$ cat src/rtl/ivt_pkg.sv
package ivt_pkg;
    localparam int IVT_CNT_W    = 8;
    localparam int IVT_PRE_W    = 7;
    localparam int IVT_SEL_W    = 3;
    localparam int IVT_ADDR_W   = 4;
    localparam int IVT_DATA_OFS = 8;
    localparam int IVT_CTRL_OFS = 9;
    localparam int IVT_TAP_RST  = 4;

    typedef enum logic {
        FLAG_IDLE    = 1'b0,
        FLAG_PENDING = 1'b1
    } flag_state_t;
endpackage

$ cat src/rtl/ivt_prescale.sv
module ivt_prescale #(
    parameter int PRE_W = 7,
    parameter int SEL_W = 3
) (
    input  logic             clk,
    input  logic             rst_n,
    input  logic             src_en,
    input  logic             restart,
    input  logic [SEL_W-1:0] sel,
    output logic             tick
);
    localparam int NTAP = PRE_W + 1;

    logic [PRE_W-1:0] acc_q;
    logic [NTAP-1:0]  tap_hit;

    always_ff @(posedge clk or negedge rst_n) begin
        if (!rst_n)       acc_q <= '0;
        else if (restart) acc_q <= '0;
        else if (src_en)  acc_q <= acc_q + 1'b1;
    end

    assign tap_hit[0] = 1'b1;
    for (genvar g = 1; g < NTAP; g++) begin : g_tap
        assign tap_hit[g] = &acc_q[g-1:0];
    end

    assign tick = src_en & tap_hit[sel];
endmodule

$ cat src/rtl/ivt_downcount.sv
module ivt_downcount #(
    parameter int W = 8
) (
    input  logic         clk,
    input  logic         rst_n,
    input  logic         load,
    input  logic [W-1:0] load_val,
    input  logic         step,
    output logic [W-1:0] cnt,
    output logic         wrap
);
    logic [W-1:0] cnt_q;

    always_ff @(posedge clk or negedge rst_n) begin
        if (!rst_n)    cnt_q <= '1;
        else if (load) cnt_q <= load_val;
        else if (step) cnt_q <= cnt_q - 1'b1;
    end

    assign cnt  = cnt_q;
    assign wrap = step & ~load & (cnt_q == '0);
endmodule

$ cat src/rtl/ivt_flag.sv
module ivt_flag
    import ivt_pkg::*;
(
    input  logic clk,
    input  logic rst_n,
    input  logic set_evt,
    input  logic clr_req,
    input  logic mask,
    output logic flag,
    output logic irq
);
    flag_state_t state_q, state_d;

    always_ff @(posedge clk or negedge rst_n) begin
        if (!rst_n) state_q <= FLAG_IDLE;
        else        state_q <= state_d;
    end

    always_comb begin
        state_d = state_q;
        unique case (state_q)
            FLAG_IDLE:    if (set_evt)             state_d = FLAG_PENDING;
            FLAG_PENDING: if (clr_req && !set_evt) state_d = FLAG_IDLE;
            default:                               state_d = FLAG_IDLE;
        endcase
    end

    always_comb begin
        flag = (state_q == FLAG_PENDING);
        irq  = flag & ~mask;
    end
endmodule

$ cat src/rtl/ivtimer.sv
module ivtimer
    import ivt_pkg::*;
#(
    parameter int CNT_W    = IVT_CNT_W,
    parameter int PRE_W    = IVT_PRE_W,
    parameter int SEL_W    = IVT_SEL_W,
    parameter int ADDR_W   = IVT_ADDR_W,
    parameter int DATA_OFS = IVT_DATA_OFS,
    parameter int CTRL_OFS = IVT_CTRL_OFS,
    parameter int TAP_RST  = IVT_TAP_RST
) (
    input  logic              clk,
    input  logic              rst_n,
    input  logic              src_en,
    input  logic              bus_we,
    input  logic [ADDR_W-1:0] bus_addr,
    input  logic [CNT_W-1:0]  bus_wdata,
    output logic [CNT_W-1:0]  bus_rdata,
    output logic              irq
);
    localparam int FLAG_BIT = CNT_W - 1;
    localparam int MASK_BIT = CNT_W - 2;
    localparam int PAD_W    = CNT_W - 2 - SEL_W;

    logic             hit_data, hit_ctrl;
    logic             wr_data, wr_ctrl;
    logic             mask_q;
    logic [SEL_W-1:0] tap_q;
    logic             pre_tick;
    logic [CNT_W-1:0] cnt_q;
    logic             cnt_wrap;
    logic             flag_q;

    assign hit_data = (bus_addr == ADDR_W'(DATA_OFS));
    assign hit_ctrl = (bus_addr == ADDR_W'(CTRL_OFS));
    assign wr_data  = bus_we & hit_data;
    assign wr_ctrl  = bus_we & hit_ctrl;

    always_ff @(posedge clk or negedge rst_n) begin
        if (!rst_n) begin
            mask_q <= 1'b1;
            tap_q  <= SEL_W'(TAP_RST);
        end else if (wr_ctrl) begin
            mask_q <= bus_wdata[MASK_BIT];
            tap_q  <= bus_wdata[SEL_W-1:0];
        end
    end

    ivt_prescale #(.PRE_W(PRE_W), .SEL_W(SEL_W)) u_pre (
        .clk     (clk),
        .rst_n   (rst_n),
        .src_en  (src_en),
        .restart (wr_data),
        .sel     (tap_q),
        .tick    (pre_tick)
    );

    ivt_downcount #(.W(CNT_W)) u_cnt (
        .clk      (clk),
        .rst_n    (rst_n),
        .load     (wr_data),
        .load_val (bus_wdata),
        .step     (pre_tick),
        .cnt      (cnt_q),
        .wrap     (cnt_wrap)
    );

    ivt_flag u_flag (
        .clk     (clk),
        .rst_n   (rst_n),
        .set_evt (cnt_wrap),
        .clr_req (wr_ctrl & ~bus_wdata[FLAG_BIT]),
        .mask    (mask_q),
        .flag    (flag_q),
        .irq     (irq)
    );

    always_comb begin
        if (hit_data)      bus_rdata = cnt_q;
        else if (hit_ctrl) bus_rdata = {flag_q, mask_q, {PAD_W{1'b0}}, tap_q};
        else               bus_rdata = '0;
    end
endmodule

$ cat config.mk
export PLATFORM = sky130hd
export DESIGN_NAME = ivtimer
export DESIGN_NICKNAME = d
export VERILOG_FILES = /design/src/rtl/ivt_pkg.sv /design/src/rtl/ivt_prescale.sv /design/src/rtl/ivt_downcount.sv /design/src/rtl/ivt_flag.sv /design/src/rtl/ivtimer.sv
export SDC_FILE = /design/constraint.sdc
export NUM_CORES = 1
export LEC_CHECK = 0
export BUFFER_PORTS_ARGS = -buffer_cell sky130_fd_sc_hd__buf_2
export CAP_MARGIN = 10
export CORE_MARGIN = 2
export CORE_UTILIZATION = 41
export CTS_CLUSTER_SIZE = 8
export DETAILED_ROUTE_END_ITERATION = 6
export PLACE_DENSITY = 0.71
export SYNTH_ARGS = -nofsm -noshare
export SYNTH_HDL_FRONTEND = slang
export SYNTH_SLANG_ARGS = --single-unit
$ cat constraint.sdc
create_clock -name clk -period 5.71 [get_ports clk]
set_clock_uncertainty 0.2 [all_clocks]
set_input_delay 0.2855 -clock clk [delete_from_list [all_inputs] [get_ports clk]]
set_output_delay 0.2855 -clock clk [all_outputs]
set_load 0.005 [all_outputs]
== Yosys cells after proc, flatten, opt, wreduce, memory -nomap -nowiden ==
Cells that the tools add are included.
Widths: inputs -> output; s select.

* Register bits after elaboration: 20
* Word-level logic and storage cells: 43
* Output and inout port bits: 9
* Input port bits: 16

* Equal/unequal tests: 2
* Order comparisons: 1
* Bitwise gates (word level): 11
* Mux-type cells: 11
* Reduce and logical (&&, ||, !) cells: 11
* Add/sub/neg operators: 2

{| class="wikitable"
|+ Operators with widths
! cell !! number
|-
| $mux 8 || 4
|-
| $mux 7 || 2
|-
| $eq 4x4->1 const B || 2
|-
| $logic_not 8->1 || 1
|-
| $sub 8x1->8 const B || 1
|-
| $add 7x1->7 const B || 1
|-
| $and 1x1->1 || 7
|-
| $reduce_and 7->1 || 1
|-
| $reduce_and 6->1 || 1
|-
| $reduce_and 5->1 || 1
|-
| $lt 3x4->1 const B || 1
|-
| $not 1->1 || 4
|-
| $reduce_and 4->1 || 1
|-
| $reduce_bool 2->1 || 2
|-
| $bmux 1 s3 || 1
|-
| $mux 1 || 3
|-
| $reduce_and 3->1 || 1
|-
| $pmux 1 s2 || 1
|-
| $reduce_and 2->1 || 1
|-
| $logic_and 1x1->1 || 1
|-
| $logic_not 1->1 || 1
|}

== Depth between registers and ports, before layout ==
Gate-level depths: netlist (run 1).

* Depth after elaboration: 10
* Depth in mapped cells: 9
* Gate-level depth less buffers: 9

== By module ==
From an unflattened synthesis (run 1), not the netlist that was laid out.

* Cell total of the unflattened synthesis: 132
* Area total of the unflattened synthesis: 1315.0 um2

{| class="wikitable"
|+ By module, submodules not included
! module !! instances !! area an instance (um2) !! cells each !! sequential area each (um2)
|-
| ivt_downcount || 1 || 516.7 || 56 || 210.2
|-
| ivt_prescale || 1 || 441.7 || 43 || 175.2
|-
| ivtimer || 1 || 314.1 || 29 || 102.6
|-
| ivt_flag || 1 || 42.5 || 4 || 25.0
|}

== Worst setup path before layout (run 1) ==
OpenSTA, ideal clock, no wires.

* Path kind: register -> register
* Start: register u_pre.acc_q[0]
* End: register u_cnt.cnt_q[1] (netlist: u_cnt.cnt[1])
* Cell stages (with the launch flop): 10
* Setup slack: 3.657 ns
* Data required time: 5.451 ns
* Setup time: 0.059 ns
* Data arrival time: 1.794 ns
* Path through: dfrtp_1 > ha_1 > nand3_1 > inv_1 > ha_1 > nand3b_1 > o311ai_4 > and2_2 > a211oi_1 > a21o_1

* Cells in the longest elaborated chain, start to end: 5

{| class="wikitable"
|+ Ends and longest elaborated chain
! what !! RTL line !! source
|-
| start: declaration || ivt_prescale.sv:14 || <nowiki>logic [PRE_W-1:0] acc_q;</nowiki>
|-
| start signal: assignment || ivt_prescale.sv:20 || <nowiki>else if (src_en) acc_q <= acc_q + 1'b1;</nowiki>
|-
| $reduce_and 7->1, or another cell as far along || ivt_prescale.sv:25 || <nowiki>assign tap_hit[g] = &acc_q[g-1:0];</nowiki>
|-
| $bmux 1 s3 (*) || ivt_prescale.sv:28 || <nowiki>assign tick = src_en & tap_hit[sel];</nowiki>
|-
| $mux 1 (not written as such) (*) || ivt_prescale.sv:28 ||
|-
| $and 1x1->1 (*) || ivt_prescale.sv:28 ||
|-
| $reduce_bool 2->1 (no line) (*) || - ||
|-
| end signal: assignment || ivt_downcount.sv:16 || <nowiki>else if (load) cnt_q <= load_val;</nowiki>
|-
| end signal: assignment || ivt_downcount.sv:17 || <nowiki>else if (step) cnt_q <= cnt_q - 1'b1;</nowiki>
|-
| end: declaration || ivt_downcount.sv:12 || <nowiki>logic [W-1:0] cnt_q;</nowiki>
|}

Mark *: on every way between the ends. The rest lies on a longest branch, timed or not. The select of a mux whose other input is x is not followed.
A chain may end at the register's enable or synchronous reset.

== Worst setup path in the final report (run 1) ==
Ends and elaborated chain as after synthesis.

==> flow_summary_export.csv, run 1 <==
group,metric,value,unit
floorplan,die_w,59.5,um
cells_and_area,n_fill_cell,294,
timing,finalMaxSlewViolations,0,
power_and_ir_drop,p_per_area,381,nW/um^2
power_and_ir_drop,peakVddDrop,188,uV
clock_network,clk_path_buf_depth,2,
clock_network,cts_buffers,3,
yosys,synth_compound_area_share,11.9,%
timing,worstMarginPinSlew,0.845,ns
grt,grt_pass1_wl,4.13,mm
clock_network,clock_latency,0.29,ns
cells_and_area,drive_gt1_share,30.3,%
detailed_routing,drt_wl_total,2.55,mm
placement,port-buffer-count,24,
detailed_routing,ant_nets,0,
timing,hold_viol,0,
yosys,synth_top_family_by_area,"simple AND/OR/NAND/NOR gates",
worst_setup_path,crit_path_end_kind,"flop",
grt,grt_overflow,0,
clock_network,root_buffer,"clkbuf_4",
yosys,ys_ff_latch,20,
yosys,synth_nets,146,
yosys,synth-edff-count,0,
worst_setup_path,path_max_fanout,8,
cells_and_area,layout_common_cells,"buf_2, nor2_1, nand2_1, dfstp_2, dfrtp_1",
detailed_routing,wire_per_inst,13.6,um
yosys,syn-cell-area,1260,um^2
grt,grt_pass1_vias,970,
cells_and_area,layout_commonest_cell,"buf_2",
worst_setup_path,worst_setup_path_start_kind,"flop",
cells_and_area,diodes,0,
clock_network,cts.htree.levels,1,
timing,fmax,438,MHz
clock_network,cts_tree,"built",
placement,hpwlAfterDp,1.87,mm
floorplan,dieArea,3540,um^2
yosys,yosysSeqAreaShare,40.6,%
yosys,ys_types,39,
yosys,synthCells,126,
detailed_routing,first_pass_iters,2,
placement,pre_cts_ws,3.23,ns
yosys,async_reset_ff_share,100,%
floorplan,start_util,42.1,%
worst_setup_path,required,5.76,ns
job,maxCapViolations,0,
min_path,holdCritPathClass,"input port to flop",
detailed_routing,remaining_drc_errors,0,
placement,gp_congestion,0.738,
cells_and_area,fin_nets,177,
run_status,status,"complete, no violations",
timing,period_share,40.0,%
yosys,synth_xor_area_share,7.62,%
detailed_routing,avgViaCountPerCell,5.22,
yosys,syn_area_per_cell,10.0,um^2
timing,setup_ws,3.43,ns
cells_and_area,synthToLayoutAreaGrowth,17.5,%
timing,period_minus_slack,2.28,ns
floorplan,boundaryPins,25,
detailed_routing,drtIter0Drc,28,
floorplan,fp.dieH,59.5,um
grt,grt_usage,15.6,%
timing,worst_slew_margin_rel,43.7,%
power_and_ir_drop,leakage,0.680,nW
yosys,synthSimpleGateAreaFrac,21.0,%
floorplan,row_count,20,
floorplan,coreArea,3000,um^2
grt,grt_antenna_before_repair,0,
clock_network,cts.clk_slew.worst_paths,0.11,ns
worst_setup_path,crit_arrival,2.33,ns
yosys,synthTopCellsByArea,"dfstp_2, dfrtp_1, mux2i_1, nor2_1, xor2_1",
yosys,synthAdderAreaFrac,3.96,%
worst_setup_path,path_class,"flop to flop",
yosys,ys.warnings.count,0,
yosys,synth_top_area_share,20.8,%
detailed_routing,vias,982,
yosys,yosys-mux-area-fraction,9.80,%
yosys,synth_top_area_cell,"dfstp_2",
timing,rsz0062_at_grt,"false",
clock_network,cts.sinks,20,
timing,finalSetupViolations,0,
grt,grt_max_degree,25,
timing,tns,0,ns
yosys,ys.flop_type,"dfstp_2",
-- worst paths after layout --
kind	startpoint	to	cells after the start	slack, ns
worst min register to register	u_flag.flag$_DFF_PN0_	u_flag.flag$_DFF_PN0_	1	0.36
max in group asynchronous	rst_n	u_cnt.cnt[0]$_DFFE_PN1P_	2	4.71
min in group asynchronous	rst_n	u_flag.flag$_DFF_PN0_	2	0.26
worst max-delay path	u_pre.acc_q[0]$_DFFE_PN0P_	u_cnt.cnt[1]$_DFFE_PN1P_	9	3.43
worst min-delay path	bus_wdata[1]	u_cnt.cnt[1]$_DFFE_PN1P_	2	0.01
worst max register to register	u_pre.acc_q[0]$_DFFE_PN0P_	u_cnt.cnt[1]$_DFFE_PN1P_	9	3.43
-- metrics by stage --
stage               util, %  cell area (um^2)  cells  hold slack [ns]  total power [W]
floorplan                 -              1260    126           -0.210         0.000442
detailed placement     46.0              1380    177           0.0631         0.000501
CTS                    49.5              1490    188          0.00560         0.000573
finish                 49.5              1490    188           0.0128         0.000566
global route           49.5              1490    188           0.0112         0.000612
global placement       46.0              1380    177           0.0502         0.000488
-- what timing repair did --
action / CTS / global route
gates resized for setup: 0 / 0
setup buffers: 0 / 0
hold buffers: 8 / 0
endpoints found under the hold margin: 17 / 0
-- power by group --
part	leakage [nW]	internal (W)	switching (W)
combinational	0.435	0.000106	0.0000994
sequential	0.232	0.000224	0.0000711
clock	0.0138	0.0000246	0.0000406
total	0.680	0.000355	0.000211
-- per-layer routing --
layer | vias to the layer above | part of all wire [%] | track usage (%)
met1 | 469 | 45 | 19.1
met2 | 19 | 51 | 27.3
met5 | - | 0 | 0
li1 | 492 | - | -
met4 | 0 | 0.74 | 6.67
met3 | 2 | 3.1 | 1.97
-- area by class of cell --
type / instances / area, um^2 / area share, %
Sequential cell: 20 / 513 / 34.5
Tap cell: 33 / 41.3 / 2.78
Inverter: 6 / 22.5 / 1.52
Multi-Input combinational cell: 94 / 686 / 46.2
Timing Repair Buffer: 32 / 200 / 13.5
Clock buffer: 3 / 22.5 / 1.52
-- worst max-delay path, cell delays in order (launching register included) --
cell	delay, ns
dfrtp_1	0.46
ha_1	0.26
nand3_1	0.16
inv_1	0.08
ha_1	0.18
nand3b_1	0.12
o311ai_4	0.18
and2_2	0.23
a211oi_1	0.24
a21o_1	0.11
-- state kept, by name, summed over array words and instances (netlist names) --
register / flops
u_cnt.cnt: 8
mask_q: 1
u_pre.acc_q: 7
u_flag.flag: 1
tap_q: 3
-- synth_stat cells (all sizes together), types with 3 or more instances --
cell type  count
mux2i          9
ha             4
xnor2          4
mux2           3
dfstp         10
xor2           7
nand4          5
inv            6
buf            4
o21ai          8
nand2         10
dfrtp         10
and2           5
nor2          20
-- kinds of logic after synthesis --
group,after synthesis
AND/OR/NAND/NOR,51
flip-flops,20
AO/OA/AOI/OAI,16
buffers and inverters,12
multiplexers,12
XOR/XNOR,11
adder cells (fa/ha/maj),4
Power figures use the tool's default switching activity.
==> inputs of run 2 (changes only) <==
--- a/config.mk
+++ b/config.mk
@@ -5,13 +5,14 @@
 export SDC_FILE = /design/constraint.sdc
 export NUM_CORES = 1
 export LEC_CHECK = 0
+export ABC_AREA = 1
 export BUFFER_PORTS_ARGS = -buffer_cell sky130_fd_sc_hd__buf_2
 export CAP_MARGIN = 10
 export CORE_MARGIN = 2
 export CORE_UTILIZATION = 41
 export CTS_CLUSTER_SIZE = 8
 export DETAILED_ROUTE_END_ITERATION = 6
-export PLACE_DENSITY = 0.71
+export PLACE_DENSITY = 0.73
 export SYNTH_ARGS = -nofsm -noshare
 export SYNTH_HDL_FRONTEND = slang
 export SYNTH_SLANG_ARGS = --single-unit
==> constraint.sdc (replaced) <==
create_clock -name clk -period 2.1 [get_ports clk]
set_clock_uncertainty 0.2 [all_clocks]
set_input_delay 0.105 -clock clk [delete_from_list [all_inputs] [get_ports clk]]
set_output_delay 0.105 -clock clk [all_outputs]
set_load 0.005 [all_outputs]
==> run 2 against run 1 <==
Against the previous run:
- synthesized area is 8.1% higher
- non-clock buffer count up 4
- final cell count is 47% higher
- worst hold slack improved by 0.026 ns
- critical path type unchanged
- critical endpoint is now u_cnt.cnt[0]$_DFFE_PN1P_
- largest cell class unchanged
- largest power group is now combinational cells
==> flow_summary_export.csv, run 2 <==
group,metric,value,unit
clock_network,cts.sinks,20,
timing,tns,0,ns
grt,grt_pass1_vias,1206,
power_and_ir_drop,peakVddDrop,444,uV
run_status,status,"complete, no violations",
grt,grt_overflow,0,
clock_network,root_buffer,"clkbuf_4",
clock_network,cts_buffers,3,
worst_setup_path,ff2ff_path_depth,12,
cells_and_area,drive_gt1_share,24.6,%
worst_setup_path,worst_setup_path_start_kind,"flop",
worst_setup_path,crit_path_end_kind,"flop",
worst_setup_path,path_max_fanout,9,
floorplan,boundaryPins,25,
detailed_routing,ant_nets,0,
worst_setup_path,r2r-start,"u_pre.acc_q[0]$_DFFE_PN0P_",
floorplan,start_util,44.0,%
cells_and_area,multi_input_comb_area,716,um^2
clock_network,cts.clk_slew.worst_paths,0.12,ns
cells_and_area,fin_nets,253,
yosys,synth_top_area_cell,"dfstp_2",
yosys,synthTopCellsByArea,"dfstp_2, dfrtp_1, nand2_1, inv_1, nand3_1",
yosys,synth_common_cells,"nand2_1, inv_1, nor2_1, nand3_1",
yosys,synth-edff-count,0,
timing,worst_slew_margin_rel,69.7,%
worst_setup_path,crit_arrival,1.97,ns
cells_and_area,n_fill_cell,317,
yosys,yosysMostFrequentCell,"nand2_1",
cells_and_area,layout_commonest_cell,"nand2_1",
yosys,syn-cell-area,1370,um^2
grt,grt_usage,18.3,%
cells_and_area,layout_common_cells,"nand2_1, inv_1, buf_2",
job,maxCapViolations,0,
detailed_routing,drt_wl_total,3.16,mm
worst_setup_path,r2r_slack,0.18,ns
power_and_ir_drop,p_per_area,1040,nW/um^2
floorplan,coreArea,3100,um^2
timing,setup_ws,0.178,ns
grt,grt_pass1_wl,5.12,mm
cells_and_area,diodes,0,
timing,fmax,520,MHz
detailed_routing,remaining_drc_errors,0,
clock_network,cts_setup_buffers,0,
yosys,ys.warnings.count,0,
timing,hold_viol,0,
yosys,synthCells,195,
worst_setup_path,required,2.15,ns
timing,whs,0.0385,ns
grt,met3_usage,1.86,%
clock_network,cts_tree,"built",
floorplan,fp.dieH,61.7,um
yosys,ys_ff_latch,20,
timing,period_share,91.5,%
placement,hpwlAfterDp,2.26,mm
floorplan,row_count,20,
worst_setup_path,worstSetupStartpoint,"u_pre.acc_q[0]$_DFFE_PN0P_",
detailed_routing,vias,1306,
grt,grt_max_degree,27,
cells_and_area,final-seq-area,513,um^2
worst_setup_path,crit_end,"u_cnt.cnt[0]$_DFFE_PN1P_",
min_path,holdCritPathClass,"input port to flop",
placement,port-buffer-count,24,
clock_network,cts.htree.levels,1,
floorplan,dieArea,3810,um^2
power_and_ir_drop,leakage,0.905,nW
yosys,ys_types,27,
cells_and_area,largest_reg_flops,8,
grt,met1_usage,22.9,%
timing,finalMaxSlewViolations,0,
yosys,synth_nets,215,
worst_setup_path,reg2reg_to,"u_cnt.cnt[0]$_DFFE_PN1P_",
yosys,async_reset_ff_share,100,%
grt,grt_antenna_before_repair,0,
placement,gp_congestion,0.860,
detailed_routing,wire_per_inst,11.4,um
timing,worstMarginPinSlew,0.455,ns
worst_setup_path,path_class,"flop to flop",
timing,period_minus_slack,1.92,ns
yosys,ys.flop_type,"dfstp_2",
detailed_routing,avgViaCountPerCell,4.73,
yosys,synth_top_area_share,19.2,%
placement,pre_cts_ws,0.214,ns
grt,top_usage_layer,"met2",
detailed_routing,first_pass_iters,6,
timing,finalSetupViolations,0,
yosys,syn_area_per_cell,7.01,um^2
floorplan,die_w,61.7,um
clock_network,clock_latency,0.31,ns
yosys,yosysSeqAreaShare,37.5,%
grt,grt_use_met2,32.5,%
detailed_routing,drtIter0Drc,44,
cells_and_area,synthToLayoutAreaGrowth,23.0,%
timing,rsz0062_at_grt,"false",
clock_network,clk_path_buf_depth,2,
## run 2: report_power, final
group	total [W]	switching (W)	leakage, nW	internal, W
clock network	0.000231	0.000125	0.0210	0.000106
registers	0.000725	0.000137	0.228	0.000588
logic	0.000786	0.000467	0.656	0.000319
## run 2: routing by layer
metal | vias up | share of wire (%)
met5 | - | 0
met3 | 5 | 2.5
met2 | 31 | 46
li1 | 689 | -
met1 | 581 | 50
met4 | 0 | 1.4
## run 2: worst max-delay path, cell delays in order, from the launching register on
cell	delay, ns
dfrtp_1	0.42
ha_1	0.25
nand3_2	0.11
inv_1	0.05
ha_1	0.17
nor2_1	0.10
nor2_1	0.05
nand2_2	0.06
nand3_2	0.10
nand2_4	0.14
nand2_4	0.09
nand2_1	0.07
nand2_1	0.05
## run 2: layout make-up
type / instances / share of cell area, %
Sequential cell: 20 / 30.5
Clock buffer: 4 / 2.16
Timing Repair Buffer: 36 / 14.3
Tap cell: 44 / 3.28
Multi-Input combinational cell: 140 / 42.6
Inverter: 32 / 7.15
## run 2: stage by stage
step / utilization [%] / total power (W) / std cells / area, um^2
floorplan: - / 0.00130 / 195 / 1370
global placement: 49.1 / 0.00148 / 260 / 1520
detailed placement: 49.1 / 0.00149 / 260 / 1520
CTS: 54.2 / 0.00175 / 276 / 1680
global route: 54.2 / 0.00191 / 276 / 1680
finish: 54.2 / 0.00174 / 276 / 1680
## run 2: cell families after synthesis
kind of cell	count (synthesis)	synth area share [%]
flops	20	37.5
simple gates	111	37.7
fa+ha+maj	4	3.66
mux	1	1.10
xor+xnor	2	1.28
buf+inv	35	10.1
compound gates	22	8.61
## run 2: worst min path at each step
| stage | cells after the start | to | from | slack [ns] |
|---|---|---|---|---|
| 2_1_floorplan | 0 | tap_q[0]$_DFFE_PN0P_ | rst_n | -0.39 |
| 3_3_place_gp | 1 | u_pre.acc_q[1]$_DFFE_PN0P_ | rst_n | -0.13 |
| 3_5_place_dp | 1 | u_pre.acc_q[1]$_DFFE_PN0P_ | rst_n | -0.12 |
| 4_1_cts | 3 | tap_q[0]$_DFFE_PN0P_ | bus_we | 0.02 |
| 5_1_grt | 3 | tap_q[0]$_DFFE_PN0P_ | bus_we | 0.03 |
| 6_report | 3 | tap_q[0]$_DFFE_PN0P_ | bus_we | 0.04 |
## run 2: timing repair
item,CTS,global route
endpoints found under the setup margin,0,0
resized for setup,0,0
endpoints found under the hold margin,37,0
hold buffers,12,0
==> inputs of run 3 (changes only) <==
--- a/config.mk
+++ b/config.mk
@@ -12,6 +12,7 @@
 export CORE_UTILIZATION = 41
 export CTS_CLUSTER_SIZE = 8
 export DETAILED_ROUTE_END_ITERATION = 6
+export MAX_ROUTING_LAYER = met4
 export PLACE_DENSITY = 0.73
 export SYNTH_ARGS = -nofsm -noshare
 export SYNTH_HDL_FRONTEND = slang
==> run 3 against run 2 <==
Against the previous run:
- combinational power barely moved
- first-iteration DRC count did not move
- global-route usage rose by 0.57 points
- sequential cell count did not move
- cell area did not move
- maximum frequency barely moved
- count of clock-buffer cells in the layout did not move
- highest routed layer unchanged
==> flow_summary_export.csv, run 3 (same netlist as run 2, synthesis figures left out) <==
group,metric,value,unit
timing,worstMarginPinSlew,0.455,ns
cells_and_area,largest_reg_flops,8,
placement,gp_congestion,0.874,
worst_setup_path,worst_setup_path_start_kind,"flop",
floorplan,start_util,44.0,%
cells_and_area,drive_gt1_share,24.6,%
grt,grt_overflow,0,
cells_and_area,layout_commonest_cell,"nand2_1",
min_path,min_from,"bus_we",
detailed_routing,first_pass_iters,6,
grt,grt_usage,18.9,%
clock_network,clk_path_buf_depth,2,
cells_and_area,layout_common_cells,"nand2_1, inv_1, buf_2",
min_path,min_to,"tap_q[0]$_DFFE_PN0P_",
floorplan,row_count,20,
grt,grt_pass1_vias,1206,
detailed_routing,wire_per_inst,11.4,um
clock_network,cts_buffers,3,
power_and_ir_drop,leakage,0.905,nW
power_and_ir_drop,p_per_area,1040,nW/um^2
job,maxCapViolations,0,
timing,rsz0062_at_grt,"false",
floorplan,dieArea,3810,um^2
detailed_routing,drtIter0Drc,44,
timing,fmax,520,MHz
run_status,status,"complete, no violations",
detailed_routing,vias,1306,
detailed_routing,remaining_drc_errors,0,
worst_setup_path,path_max_fanout,9,
timing,period_minus_slack,1.92,ns
clock_network,cts_setup_buffers,0,
cells_and_area,fin_area,1680,um^2
worst_setup_path,ff2ff_path_depth,12,
worst_setup_path,crit_path_end_kind,"flop",
detailed_routing,drt_wl_total,3.16,mm
min_path,holdCritPathClass,"input port to flop",
floorplan,boundaryPins,25,
worst_setup_path,r2r-start,"u_pre.acc_q[0]$_DFFE_PN0P_",
cells_and_area,synthToLayoutAreaGrowth,23.0,%
timing,tns,0,ns
detailed_routing,avgViaCountPerCell,4.73,
timing,hold_viol,0,
floorplan,die_w,61.7,um
grt,grt_pass1_wl,5.12,mm
timing,period_share,91.5,%
clock_network,root_buffer,"clkbuf_4",
placement,port-buffer-count,24,
floorplan,fp.dieH,61.7,um
cells_and_area,diodes,0,
placement,hpwlAfterDp,2.26,mm
worst_setup_path,required,2.15,ns
min_path,hold_depth,3,
power_and_ir_drop,peakVddDrop,444,uV
clock_network,cts.sinks,20,
grt,grt_max_degree,27,
worst_setup_path,crit_arrival,1.97,ns
timing,worst_slew_margin_rel,69.7,%
clock_network,clock_latency,0.31,ns
clock_network,cts.htree.levels,1,
detailed_routing,ant_nets,0,
timing,finalSetupViolations,0,
worst_setup_path,r2r_slack,0.18,ns
placement,dpl_cell_area,1520,um^2
clock_network,cts.clk_slew.worst_paths,0.12,ns
worst_setup_path,reg2reg_to,"u_cnt.cnt[0]$_DFFE_PN1P_",
timing,finalMaxSlewViolations,0,
cells_and_area,fin_nets,253,
worst_setup_path,path_class,"flop to flop",
grt,grt_antenna_before_repair,0,
clock_network,cts_tree,"built",
floorplan,coreArea,3100,um^2
==> run 3: cell counts in the layout (fill, tap and decap cells not counted) <==
Identical to the previous run, type by type.
==> run 3: timing repair <==
item	in CTS	in global routing
setup endpoints to repair	0	0
resized for setup	0	0
hold buffers	12	0
hold endpoints to repair	37	0
==> run 3: critical path, stage by stage, from the launching register on <==
cell,delay [ns]
dfrtp_1,0.42
ha_1,0.25
nand3_2,0.11
inv_1,0.05
ha_1,0.17
nor2_1,0.10
nor2_1,0.05
nand2_2,0.06
nand3_2,0.10
nand2_4,0.14
nand2_4,0.09
nand2_1,0.07
nand2_1,0.05
==> run 3: metrics by stage <==
| step | worst slack [ns] | instances | hold WS (ns) | utilization, % | power (W) |
|---|---|---|---|---|---|
| after floorplan | 0.352 | 195 | -0.391 | - | 0.00130 |
| after global placement | 0.260 | 260 | -0.128 | 49.1 | 0.00148 |
| after detailed placement | 0.214 | 260 | -0.118 | 49.1 | 0.00149 |
| after CTS | 0.177 | 276 | 0.0246 | 54.2 | 0.00175 |
| after global routing | 0.0631 | 276 | 0.0344 | 54.2 | 0.00191 |
| final | 0.178 | 276 | 0.0379 | 54.2 | 0.00174 |
==> run 3: cell type report <==
class	count	area (um^2)
clock buffers	4	36.3
fillers	317	1420
inverters	32	120
well taps	44	55.1
flip-flops and latches	20	513
multi-input cells	140	716
repair buffers	36	240
==> run 3: power breakdown <==
group / leakage [nW] / switching, W / internal (W)
Combinational: 0.656 / 0.000467 / 0.000319
Sequential: 0.228 / 0.000137 / 0.000588
Clock: 0.0210 / 0.000126 / 0.000106
==> run 3: how the worst max path moves through the flow <==
| stage | cells past startpoint | slack, ns | startpoint | to |
|---|---|---|---|---|
| detailed placement | 12 | 0.21 | u_pre.acc_q[0]$_DFFE_PN0P_ | u_cnt.cnt[0]$_DFFE_PN1P_ |
| floorplan | 12 | 0.35 | u_pre.acc_q[0]$_DFFE_PN0P_ | u_cnt.cnt[2]$_DFFE_PN1P_ |
| global route | 12 | 0.06 | u_pre.acc_q[0]$_DFFE_PN0P_ | u_cnt.cnt[3]$_DFFE_PN1P_ |
| global placement | 12 | 0.26 | u_pre.acc_q[0]$_DFFE_PN0P_ | u_cnt.cnt[6]$_DFFE_PN1P_ |
| finish | 12 | 0.18 | u_pre.acc_q[0]$_DFFE_PN0P_ | u_cnt.cnt[0]$_DFFE_PN1P_ |
| CTS | 12 | 0.18 | u_pre.acc_q[0]$_DFFE_PN0P_ | u_cnt.cnt[0]$_DFFE_PN1P_ |
==> run 3: metal layers <==
| metal | share of wire (%) | vias to the layer above | GRT usage (%) | wire, um |
|---|---|---|---|---|
| met1 | 50 | 581 | 22.9 | 1570 |
| met2 | 46 | 31 | 32.5 | 1460 |
| met3 | 2.6 | 5 | 1.86 | 81 |
| li1 | - | 689 | - | - |
| met5 | 0 | - | - | 0 |
| met4 | 1.6 | 0 | 7.29 | 50 |
